==> src/rtl/lim_pkg.sv <==
package lim_pkg;
  typedef enum logic [1:0] {
    ST_IDLE = 2'd0,
    ST_FAST = 2'd1,
    ST_SLOW = 2'd2,
    ST_REL  = 2'd3
  } lim_state_e;
endpackage

==> src/rtl/lim_fsm.sv <==
module lim_fsm
  import lim_pkg::*;
(
  input  logic       clk_i,
  input  logic       rst_ni,
  input  logic       en_i,
  input  logic       tick_i,
  input  logic       clip_i,
  input  logic       over_i,
  input  logic       zero_i,
  output lim_state_e state_o,
  output logic       switch_o
);
  lim_state_e state_q, state_d;

  always_comb begin
    if (clip_i)      state_d = ST_FAST;
    else if (over_i) state_d = ST_SLOW;
    else begin
      unique case (state_q)
        ST_IDLE: state_d = ST_IDLE;
        ST_REL:  state_d = zero_i ? ST_IDLE : ST_REL;
        default: state_d = ST_REL; // attack with no flag: hold this tick
      endcase
    end
  end

  always_ff @(posedge clk_i or negedge rst_ni) begin
    if (!rst_ni)     state_q <= ST_IDLE;
    else if (!en_i)  state_q <= ST_IDLE;
    else if (tick_i) state_q <= state_d;
  end

  assign state_o  = state_q;
  assign switch_o = en_i && tick_i && (state_d != state_q);

  AST_CLIP_GOES_FAST: assert property (@(posedge clk_i) disable iff (!rst_ni)
    (en_i && tick_i && clip_i) |=> (state_q == ST_FAST));
  AST_OFF_IS_IDLE: assert property (@(posedge clk_i) disable iff (!rst_ni)
    !en_i |=> (state_q == ST_IDLE));
  AST_NO_TICK_STATE: assert property (@(posedge clk_i) disable iff (!rst_ni)
    (en_i && !tick_i) |=> $stable(state_q));
endmodule

==> src/rtl/lim_step_timer.sv <==
module lim_step_timer
  import lim_pkg::*;
#(
  parameter int unsigned FAST_DIV = 75,
  parameter int unsigned SLOW_DIV = 857,
  parameter int unsigned REL_DIV  = 10370
) (
  input  logic       clk_i,
  input  logic       rst_ni,
  input  logic       en_i,
  input  logic       tick_i,
  input  logic       restart_i,
  input  lim_state_e state_i,
  output logic       step_o
);
  localparam int unsigned MAX_AB  = (FAST_DIV > SLOW_DIV) ? FAST_DIV : SLOW_DIV;
  localparam int unsigned MAX_DIV = (MAX_AB > REL_DIV) ? MAX_AB : REL_DIV;
  localparam int unsigned CNT_W   = $clog2(MAX_DIV + 1);
  localparam logic [CNT_W-1:0] FAST_LIM = CNT_W'(FAST_DIV - 1);
  localparam logic [CNT_W-1:0] SLOW_LIM = CNT_W'(SLOW_DIV - 1);
  localparam logic [CNT_W-1:0] REL_LIM  = CNT_W'(REL_DIV - 1);

  logic [CNT_W-1:0] cnt_q;
  logic [CNT_W-1:0] lim;
  logic             active, at_lim;

  always_comb begin
    unique case (state_i)
      ST_FAST: lim = FAST_LIM;
      ST_SLOW: lim = SLOW_LIM;
      default: lim = REL_LIM;
    endcase
  end

  assign active = (state_i != ST_IDLE);
  assign at_lim = (cnt_q == lim);

  always_ff @(posedge clk_i or negedge rst_ni) begin
    if (!rst_ni)                   cnt_q <= '0;
    else if (!en_i)                cnt_q <= '0;
    else if (tick_i) begin
      if (restart_i || !active)    cnt_q <= '0;
      else if (at_lim)             cnt_q <= '0;
      else                         cnt_q <= cnt_q + CNT_W'(1);
    end
  end

  assign step_o = en_i && tick_i && !restart_i && active && at_lim;

  AST_CNT_IN_RANGE: assert property (@(posedge clk_i) disable iff (!rst_ni)
    cnt_q <= lim || $past(state_i) != state_i);
  AST_RESTART_CLEARS: assert property (@(posedge clk_i) disable iff (!rst_ni)
    restart_i |=> (cnt_q == '0));
endmodule

==> src/rtl/lim_atten_reg.sv <==
module lim_atten_reg
  import lim_pkg::*;
#(
  parameter int unsigned MAX_CODE = 27,
  localparam int unsigned CODE_W  = $clog2(MAX_CODE + 1)
) (
  input  logic              clk_i,
  input  logic              rst_ni,
  input  logic              en_i,
  input  logic              step_i,
  input  lim_state_e        state_i,
  output logic [CODE_W-1:0] code_o,
  output logic              zero_o
);
  localparam logic [CODE_W-1:0] TOP = CODE_W'(MAX_CODE);

  logic [CODE_W-1:0] code_q;

  always_ff @(posedge clk_i or negedge rst_ni) begin
    if (!rst_ni)      code_q <= '0;
    else if (!en_i)   code_q <= '0;
    else if (step_i) begin
      if (state_i == ST_REL) begin
        if (code_q != '0) code_q <= code_q - CODE_W'(1);
      end else if (code_q != TOP) begin
        code_q <= code_q + CODE_W'(1);
      end
    end
  end

  assign code_o = code_q;
  assign zero_o = (code_q == '0);

  AST_NO_OVERFLOW: assert property (@(posedge clk_i) disable iff (!rst_ni)
    code_q <= TOP);
  AST_ONE_STEP: assert property (@(posedge clk_i) disable iff (!rst_ni)
    1'b1 |=> (code_q == $past(code_q)) || (code_q == $past(code_q) + CODE_W'(1))
             || (code_q + CODE_W'(1) == $past(code_q)) || (code_q == '0));
  AST_NO_TICK_CODE: assert property (@(posedge clk_i) disable iff (!rst_ni)
    (en_i && !step_i) |=> $stable(code_q));
endmodule

==> src/rtl/lim_gain_ctrl.sv <==
module lim_gain_ctrl
  import lim_pkg::*;
#(
  parameter int unsigned MODE_W      = 4,
  parameter int unsigned LIM_MODE_LO = 1,
  parameter int unsigned LIM_MODE_HI = 7,
  parameter int unsigned MAX_CODE    = 27,
  parameter int unsigned FAST_DIV    = 75,
  parameter int unsigned SLOW_DIV    = 857,
  parameter int unsigned REL_DIV     = 10370,
  localparam int unsigned CODE_W     = $clog2(MAX_CODE + 1)
) (
  input  logic              clk_i,
  input  logic              rst_ni,
  input  logic              tick_i,
  input  logic [MODE_W-1:0] mode_i,
  input  logic              clip_i,
  input  logic              over_i,
  output logic [CODE_W-1:0] atten_o,
  output logic              busy_o
);
  logic       limit_en, zero, restart, step;
  lim_state_e state;

  assign limit_en = (mode_i >= MODE_W'(LIM_MODE_LO)) && (mode_i <= MODE_W'(LIM_MODE_HI));

  lim_fsm i_fsm (
    .clk_i    (clk_i),
    .rst_ni   (rst_ni),
    .en_i     (limit_en),
    .tick_i   (tick_i),
    .clip_i   (clip_i),
    .over_i   (over_i),
    .zero_i   (zero),
    .state_o  (state),
    .switch_o (restart)
  );

  lim_step_timer #(
    .FAST_DIV (FAST_DIV),
    .SLOW_DIV (SLOW_DIV),
    .REL_DIV  (REL_DIV)
  ) i_timer (
    .clk_i     (clk_i),
    .rst_ni    (rst_ni),
    .en_i      (limit_en),
    .tick_i    (tick_i),
    .restart_i (restart),
    .state_i   (state),
    .step_o    (step)
  );

  lim_atten_reg #(
    .MAX_CODE (MAX_CODE)
  ) i_atten (
    .clk_i   (clk_i),
    .rst_ni  (rst_ni),
    .en_i    (limit_en),
    .step_i  (step),
    .state_i (state),
    .code_o  (atten_o),
    .zero_o  (zero)
  );

  assign busy_o = (state != ST_IDLE);

  AST_FORCE_ZERO: assert property (@(posedge clk_i) disable iff (!rst_ni)
    !limit_en |=> (atten_o == '0) && !busy_o);
  AST_BUSY_WHEN_CUT: assert property (@(posedge clk_i) disable iff (!rst_ni)
    (atten_o != '0) |-> busy_o);
  AST_IDLE_NEEDS_FLAG: assert property (@(posedge clk_i) disable iff (!rst_ni)
    (!busy_o && tick_i && !clip_i && !over_i) |=> !busy_o);
endmodule

==> config.mk <==
export PLATFORM = sky130hd
export DESIGN_NAME = lim_gain_ctrl
export DESIGN_NICKNAME = d
export VERILOG_FILES = /design/src/rtl/lim_pkg.sv /design/src/rtl/lim_fsm.sv /design/src/rtl/lim_step_timer.sv /design/src/rtl/lim_atten_reg.sv /design/src/rtl/lim_gain_ctrl.sv
export SDC_FILE = /design/constraint.sdc
export NUM_CORES = 1
export LEC_CHECK = 0
export BUFFER_PORTS_ARGS = -buffer_cell sky130_fd_sc_hd__buf_2
export CAP_MARGIN = 20
export CORE_MARGIN = 8
export CORE_UTILIZATION = 52
export DETAILED_ROUTE_END_ITERATION = 6
export PLACE_DENSITY_LB_ADDON = 0.3
export SYNTH_ARGS = -nofsm -noshare
export SYNTH_HDL_FRONTEND = slang
export SYNTH_SLANG_ARGS = --single-unit
==> constraint.sdc <==
create_clock -name clk_i -period 2.6 [get_ports clk_i]
set_input_delay 0.13 -clock clk_i [delete_from_list [all_inputs] [get_ports clk_i]]
set_output_delay 0.13 -clock clk_i [all_outputs]
set_load 0.005 [all_outputs]
## Word-level counts from Yosys, hierarchy flattened

Index checks and enable logic that the tools add are counted.

- Output and inout port bits: 6
- Register bits: 21
- Logic and storage cells: 48

- Reduce and logical (&&, ||, !) cells: 14
- $lt $le $gt $ge: 2
- Muxes and demuxes: 16
- $add $sub $neg: 3
- Eq/ne operators: 10

Operators by type and width:

| cell | count |
|---|---|
| 2-to-1 mux 14 bit | 4 |
| case mux 14 bit (2 select lines) | 1 |
| 2-to-1 mux 5 bit | 5 |
| adder 14 x 1 -> 14 bit (second input constant) | 1 |
| equality test 14 bit | 1 |
| 2-to-1 mux 2 bit | 5 |
| logical AND 1 bit | 6 |
| inequality test 3 bit (second input constant) | 2 |
| adder 5 x 1 -> 5 bit (second input constant) | 1 |
| zero test 5 bit | 1 |
| inequality test 5 bit (second input constant) | 1 |
| nonzero test 5 bit | 1 |
| subtractor 5 x 1 -> 5 bit (second input constant) | 1 |
| equality test 2 bit (second input constant) | 2 |
| greater-or-equal comparator 4 x 1 -> 1 bit (second input constant) | 1 |
| <= comparator 4 x 3 -> 1 bit (second input constant) | 1 |
| inequality test 2 bit (second input constant) | 2 |
| case mux 2 bit (2 select lines) | 1 |
| AND reduction 3 bit | 1 |
| equality test 2 x 1 -> 1 bit (second input constant) | 1 |
| zero test 1 bit | 2 |
| zero test 2 bit | 1 |
| inequality test 2 bit | 1 |
| nonzero test 2 bit | 1 |
| logical OR 1 bit | 1 |

## Depth between registers and ports, before layout

- Depth after elaboration: 13
- Mapped depth: 9

## Hierarchy

From an unflattened synthesis, not the netlist that was laid out.

- Cells, all modules: 173
- Area, all modules: 1,497.7 um^2

By module, submodules not included:

| module | times used | area an instance (um^2) | seq. area each (um^2) | cells each |
|---|---|---|---|---|
| lim_step_timer | 1 | 925.9 | 350.3 | 106 |
| lim_atten_reg | 1 | 405.4 | 125.1 | 44 |
| lim_fsm | 1 | 151.4 | 50.0 | 20 |
| lim_gain_ctrl | 1 | 15.0 | 0.0 | 3 |

## Worst setup path before layout

OpenSTA, ideal clock, no wires.

- Kind: register -> register
- Start: register i_fsm.state_q[1] (netlist: i_fsm.state_o[1])
- End: register i_timer.cnt_q[12]
- Path buffers: 1
- Cell stages (with the launch flop): 9
- Arrival: 2,778 ps
- Slack: -258 ps
- Cells stage by stage: dfrtp_1 > ha_1 > or4b_1 > o32a_1 > or4_4 > a211oi_4 > buf_6 > nand3_1 > mux2i_1

- Longest elaborated chain between the ends: 10
- Elaborated cells on any way between the ends: 18
- Classes of those cells: eq/ne: 5; mux: 8; reduce/logical: 5

Ends and longest elaborated chain:

| item | line | source |
|---|---|---|
| start: declaration | lim_fsm.sv:14 | `lim_state_e state_q, state_d;` |
| start signal: assignment | lim_fsm.sv:31 | `else if (tick_i) state_q <= state_d;` |
| equality test 2 bit or zero test 2 bit (tied branches) | lim_fsm.sv:20 | `unique case (state_q)` |
| case mux 2 bit (2 select lines) | lim_fsm.sv:20 |  |
| 2-to-1 mux 2 bit | lim_fsm.sv:18 | `else if (over_i) state_d = ST_SLOW;` |
| 2-to-1 mux 2 bit | lim_fsm.sv:17 | `if (clip_i) state_d = ST_FAST;` |
| inequality test 2 bit | lim_fsm.sv:35 | `assign switch_o = en_i && tick_i && (state_d != state_q);` |
| logical AND 1 bit | lim_fsm.sv:35 |  |
| logical OR 1 bit | lim_step_timer.sv:42 | `if (restart_i \|\| !active) cnt_q <= '0;` |
| 2-to-1 mux 14 bit (*) | lim_step_timer.sv:42 |  |
| 2-to-1 mux 14 bit (*) | lim_step_timer.sv:41 | `else if (tick_i) begin` |
| 2-to-1 mux 14 bit (*) | lim_step_timer.sv:40 | `else if (!en_i) cnt_q <= '0;` |
| end signal: assignment | lim_step_timer.sv:44 | `else cnt_q <= cnt_q + CNT_W'(1);` |
| end: declaration | lim_step_timer.sv:23 | `logic [CNT_W-1:0] cnt_q;` |

Every way passes the cells marked *; elsewhere a longest branch is shown, timed or not. The select of a mux whose other input is x is not followed.
A chain may end at the register's enable or synchronous reset.

## Final worst setup path

- Start: register i_fsm.state_q[0] (netlist: i_fsm.state_o[0])
- End: register i_timer.cnt_q[12]

Same word-level chain as after synthesis.

==> impl_metrics.toml <==
[outcome]
outcome = "finished, violations left"
failed_checks = "setup timing"

[worst_hold_path]
min-delay-start = "tick_i"
hold_class = "in2reg"
hold_end = "i_fsm.state_o[0]"
whs_path_depth = 2

[timing]
fin_worst_skew_ns = 0.00744
finalSetupViolations = 11
period_needed_ns = 2.72
layout_setup_ws_ns = -0.122
grt_setup_unrepaired = "true"
max_freq_mhz = 367
finalHoldViolCount = 0
fin_crit_sh_pct = 105
worst_slew_pin_slew_ns = 0.913
maxSlewHeadroom_pct = 38.9
holdWs_ns = 0.0893
slew_viol_final = 0

[synthesis]
synth_cell_types = 46
synthFlopType = "dfrtp_1"
synth-seq-cells = 21
yosys.area.top_type_share_pct = 35.4
synth_area_leaders = "dfrtp_1, ha_1, nand3_1, a21oi_1, inv_1"
synth_common_cells = "dfrtp_1, nand3_1, inv_1, a21oi_1, nand2_1"
synth_cells = 174
synth.most_common_cell = "dfrtp_1"
syn_avg_cell_area_um2 = 8.54
yosys.area.top_type = "dfrtp_1"
yosysWarnings = 0
synthArstFlopShare_pct = 100
synth_area_um2 = 1490
synth_fp_nets = 192
synth_edf_count = 0
synth.yosys.seq_area_share_pct = 35.4

[floorplan]
rows = 19
die_y_um = 69.4
start_util_pct = 54.3
fp.dieW_um = 69.4
ios = 15
die_area_um2 = 4820
core_area_um2 = 2730

[finish]
final_net_count = 227
fin_area_um2 = 1860
drive_gt1_share_pct = 28.8
fin_cells = 239
antenna-diode-count = 0
syn_to_final_growth_pct = 25.2

[power]
p_leak_nw = 0.816
power_density_nw_per_um2 = 321
peakVddDrop_uv = 302

[route]
vias = 1529
wl_um = 4250
first_iter_violations = 88
wire_per_inst_um = 17.8
drc_errors = 0
viasPerCell = 6.40
drt_pass1_iterations = 4
ant_nets = 0

[worst_setup_path]
setup.worst_path.end_class = "flop"
reg2reg_from = "i_fsm.state_o[0]"
critPathBufInv = 1
required_ns = 2.83
path_cells = "ha_4 > or4b_4 > o32a_1 > or4_4 > a211oi_4 > buf_6 > a21oi_2 > mux2i_1"
cpLargestDelayFamily = "simple AND/OR/NAND/NOR gates"
cp.arrival_ns = 2.95
critical_path_class = "reg2reg"
path_max_fanout = 5
slowest_stage = "or4_4"
r2r-end = "i_timer.cnt_q[12]"
ff2ff_path_depth = 8
setup.worst_path.start_class = "flop"
slowest_delay_ns = 0.48
reg2reg_setup_slack_ns = -0.12

[global_routing]
antenna_found_initial = 0
grt.total_usage_pct = 16.5
first_global_vias = 1455
grt_pass1_wl_um = 6780
grt_overflow = 0
grt_max_degree = 22

[cts]
cts.sinks = 21
clk_pin_slew_ns = 0.13
cts.path.max_buffers = 2
clock_latency_ns = 0.32
cts_tree = "done"
cts_buffers = 3
root_buffer = "clkbuf_4"
htreeDepth = 1

[placement]
dp_hpwl_um = 2860
placed_area_um2 = 1670
port_buffers = 14
gp_congestion = 0.846
numPlacedInstances = 227

[job]
drv_cap = 0
-- flip-flops by register name (all words and copies together) (netlist names) --
name and count:
i_fsm.state_o 2, i_timer.cnt_q 14, i_atten.code_o 5
-- worst max path at each step --
| stage | start | to | slack (ns) | cells after the start |
|---|---|---|---|---|
| final | i_fsm.state_o[0] | i_timer.cnt_q[12] | -0.12 | 8 |
| after global routing | i_fsm.state_o[0] | i_timer.cnt_q[11] | -0.17 | 9 |
| after CTS | i_fsm.state_o[0] | i_timer.cnt_q[8] | -0.04 | 7 |
| after detailed placement | i_fsm.state_o[0] | i_timer.cnt_q[11] | -0.09 | 7 |
| after global placement | i_fsm.state_o[0] | i_atten.code_o[4] | 0.03 | 7 |
| after floorplan | i_fsm.state_o[1] | i_timer.cnt_q[12] | -0.13 | 8 |
-- per-layer routing --
| layer | wire length, um | GRT usage [%] | vias to the layer above | part of all wire [%] |
|---|---|---|---|---|
| li1 | - | - | 693 | - |
| met1 | 1630 | 20.6 | 736 | 38 |
| met2 | 2150 | 27.2 | 83 | 50 |
| met3 | 329 | 2.86 | 17 | 7.7 |
| met4 | 148 | 6.61 | 0 | 3.5 |
| met5 | 0 | 0 | - | 0 |
-- cell families after synthesis --
kind of cell    after synthesis  share of synthesized area, %
simple gates                 72                          25.2
compound gates               42                          19.0
flops                        21                          35.4
buf+inv                      20                          5.98
fa+ha+maj                     9                          8.09
xor+xnor                      5                          2.95
mux                           5                          3.45
-- stage by stage --
step | setup TNS [ns] | setup slack, ns | total power [mW] | util (%)
2_1_floorplan | -1.06 | -0.134 | 0.382 | -
3_3_place_gp | 0 | 0.0251 | 0.413 | 61.1
3_5_place_dp | -0.577 | -0.0902 | 0.417 | 61.1
4_1_cts | -0.0934 | -0.0403 | 0.585 | 64.6
5_1_grt | -1.63 | -0.168 | 0.621 | 68.0
6_report | -0.846 | -0.122 | 0.597 | 68.0
-- where the power goes --
part | total [mW] | switching (mW) | internal (mW)
combinational | 0.0991 | 0.0558 | 0.0433
sequential | 0.332 | 0.00306 | 0.329
clock | 0.166 | 0.108 | 0.0576
total | 0.597 | 0.167 | 0.430
-- cell type report --
type                            instances  area, um^2
Clock inverter                          1        5.00
Fill cell                             212         875
Clock buffer                            3        22.5
Multi-Input combinational cell        133         947
Inverter                               16        60.1
Timing Repair Buffer                   34         258
Sequential cell                        21         528
Tap cell                               31        38.8
-- layout by cell type (no fill, tap or decap), types with 2 or more instances in the layout --
cell type | netlist | routed
and3_1 | 3 | 3
a21o_1 | 2 | 2
clkbuf_4 | 0 | 3
buf_6 | 1 | 6
and2_1 | 2 | 2
o32a_1 | 2 | 2
nand3b_1 | 2 | 2
nor3_1 | 6 | 6
or2_2 | 2 | 2
nand3_2 | 0 | 2
nand2_1 | 14 | 13
nand3_1 | 20 | 18
dfrtp_1 | 21 | 19
a21oi_2 | 1 | 3
xnor2_1 | 4 | 4
nor2_1 | 12 | 12
mux2i_1 | 4 | 4
nand4_1 | 2 | 2
buf_2 | 0 | 14
o21ai_1 | 0 | 8
ha_1 | 8 | 7
a21oi_1 | 14 | 11
buf_4 | 0 | 12
inv_1 | 16 | 16
dfrtp_2 | 0 | 2
-- repair_timing --
| action | in CTS | in global routing |
|---|---|---|
| gates resized for setup | 9 | 20 |
| endpoints found under the setup margin | 13 | 18 |
| hold buffers | 1 | 0 |
| pin swaps | 6 | 7 |
| gates cloned | 1 | 0 |
| endpoints found under the hold margin | 21 | 0 |
| buffers inserted | 3 | 5 |
(Power assumes the default switching activity.)
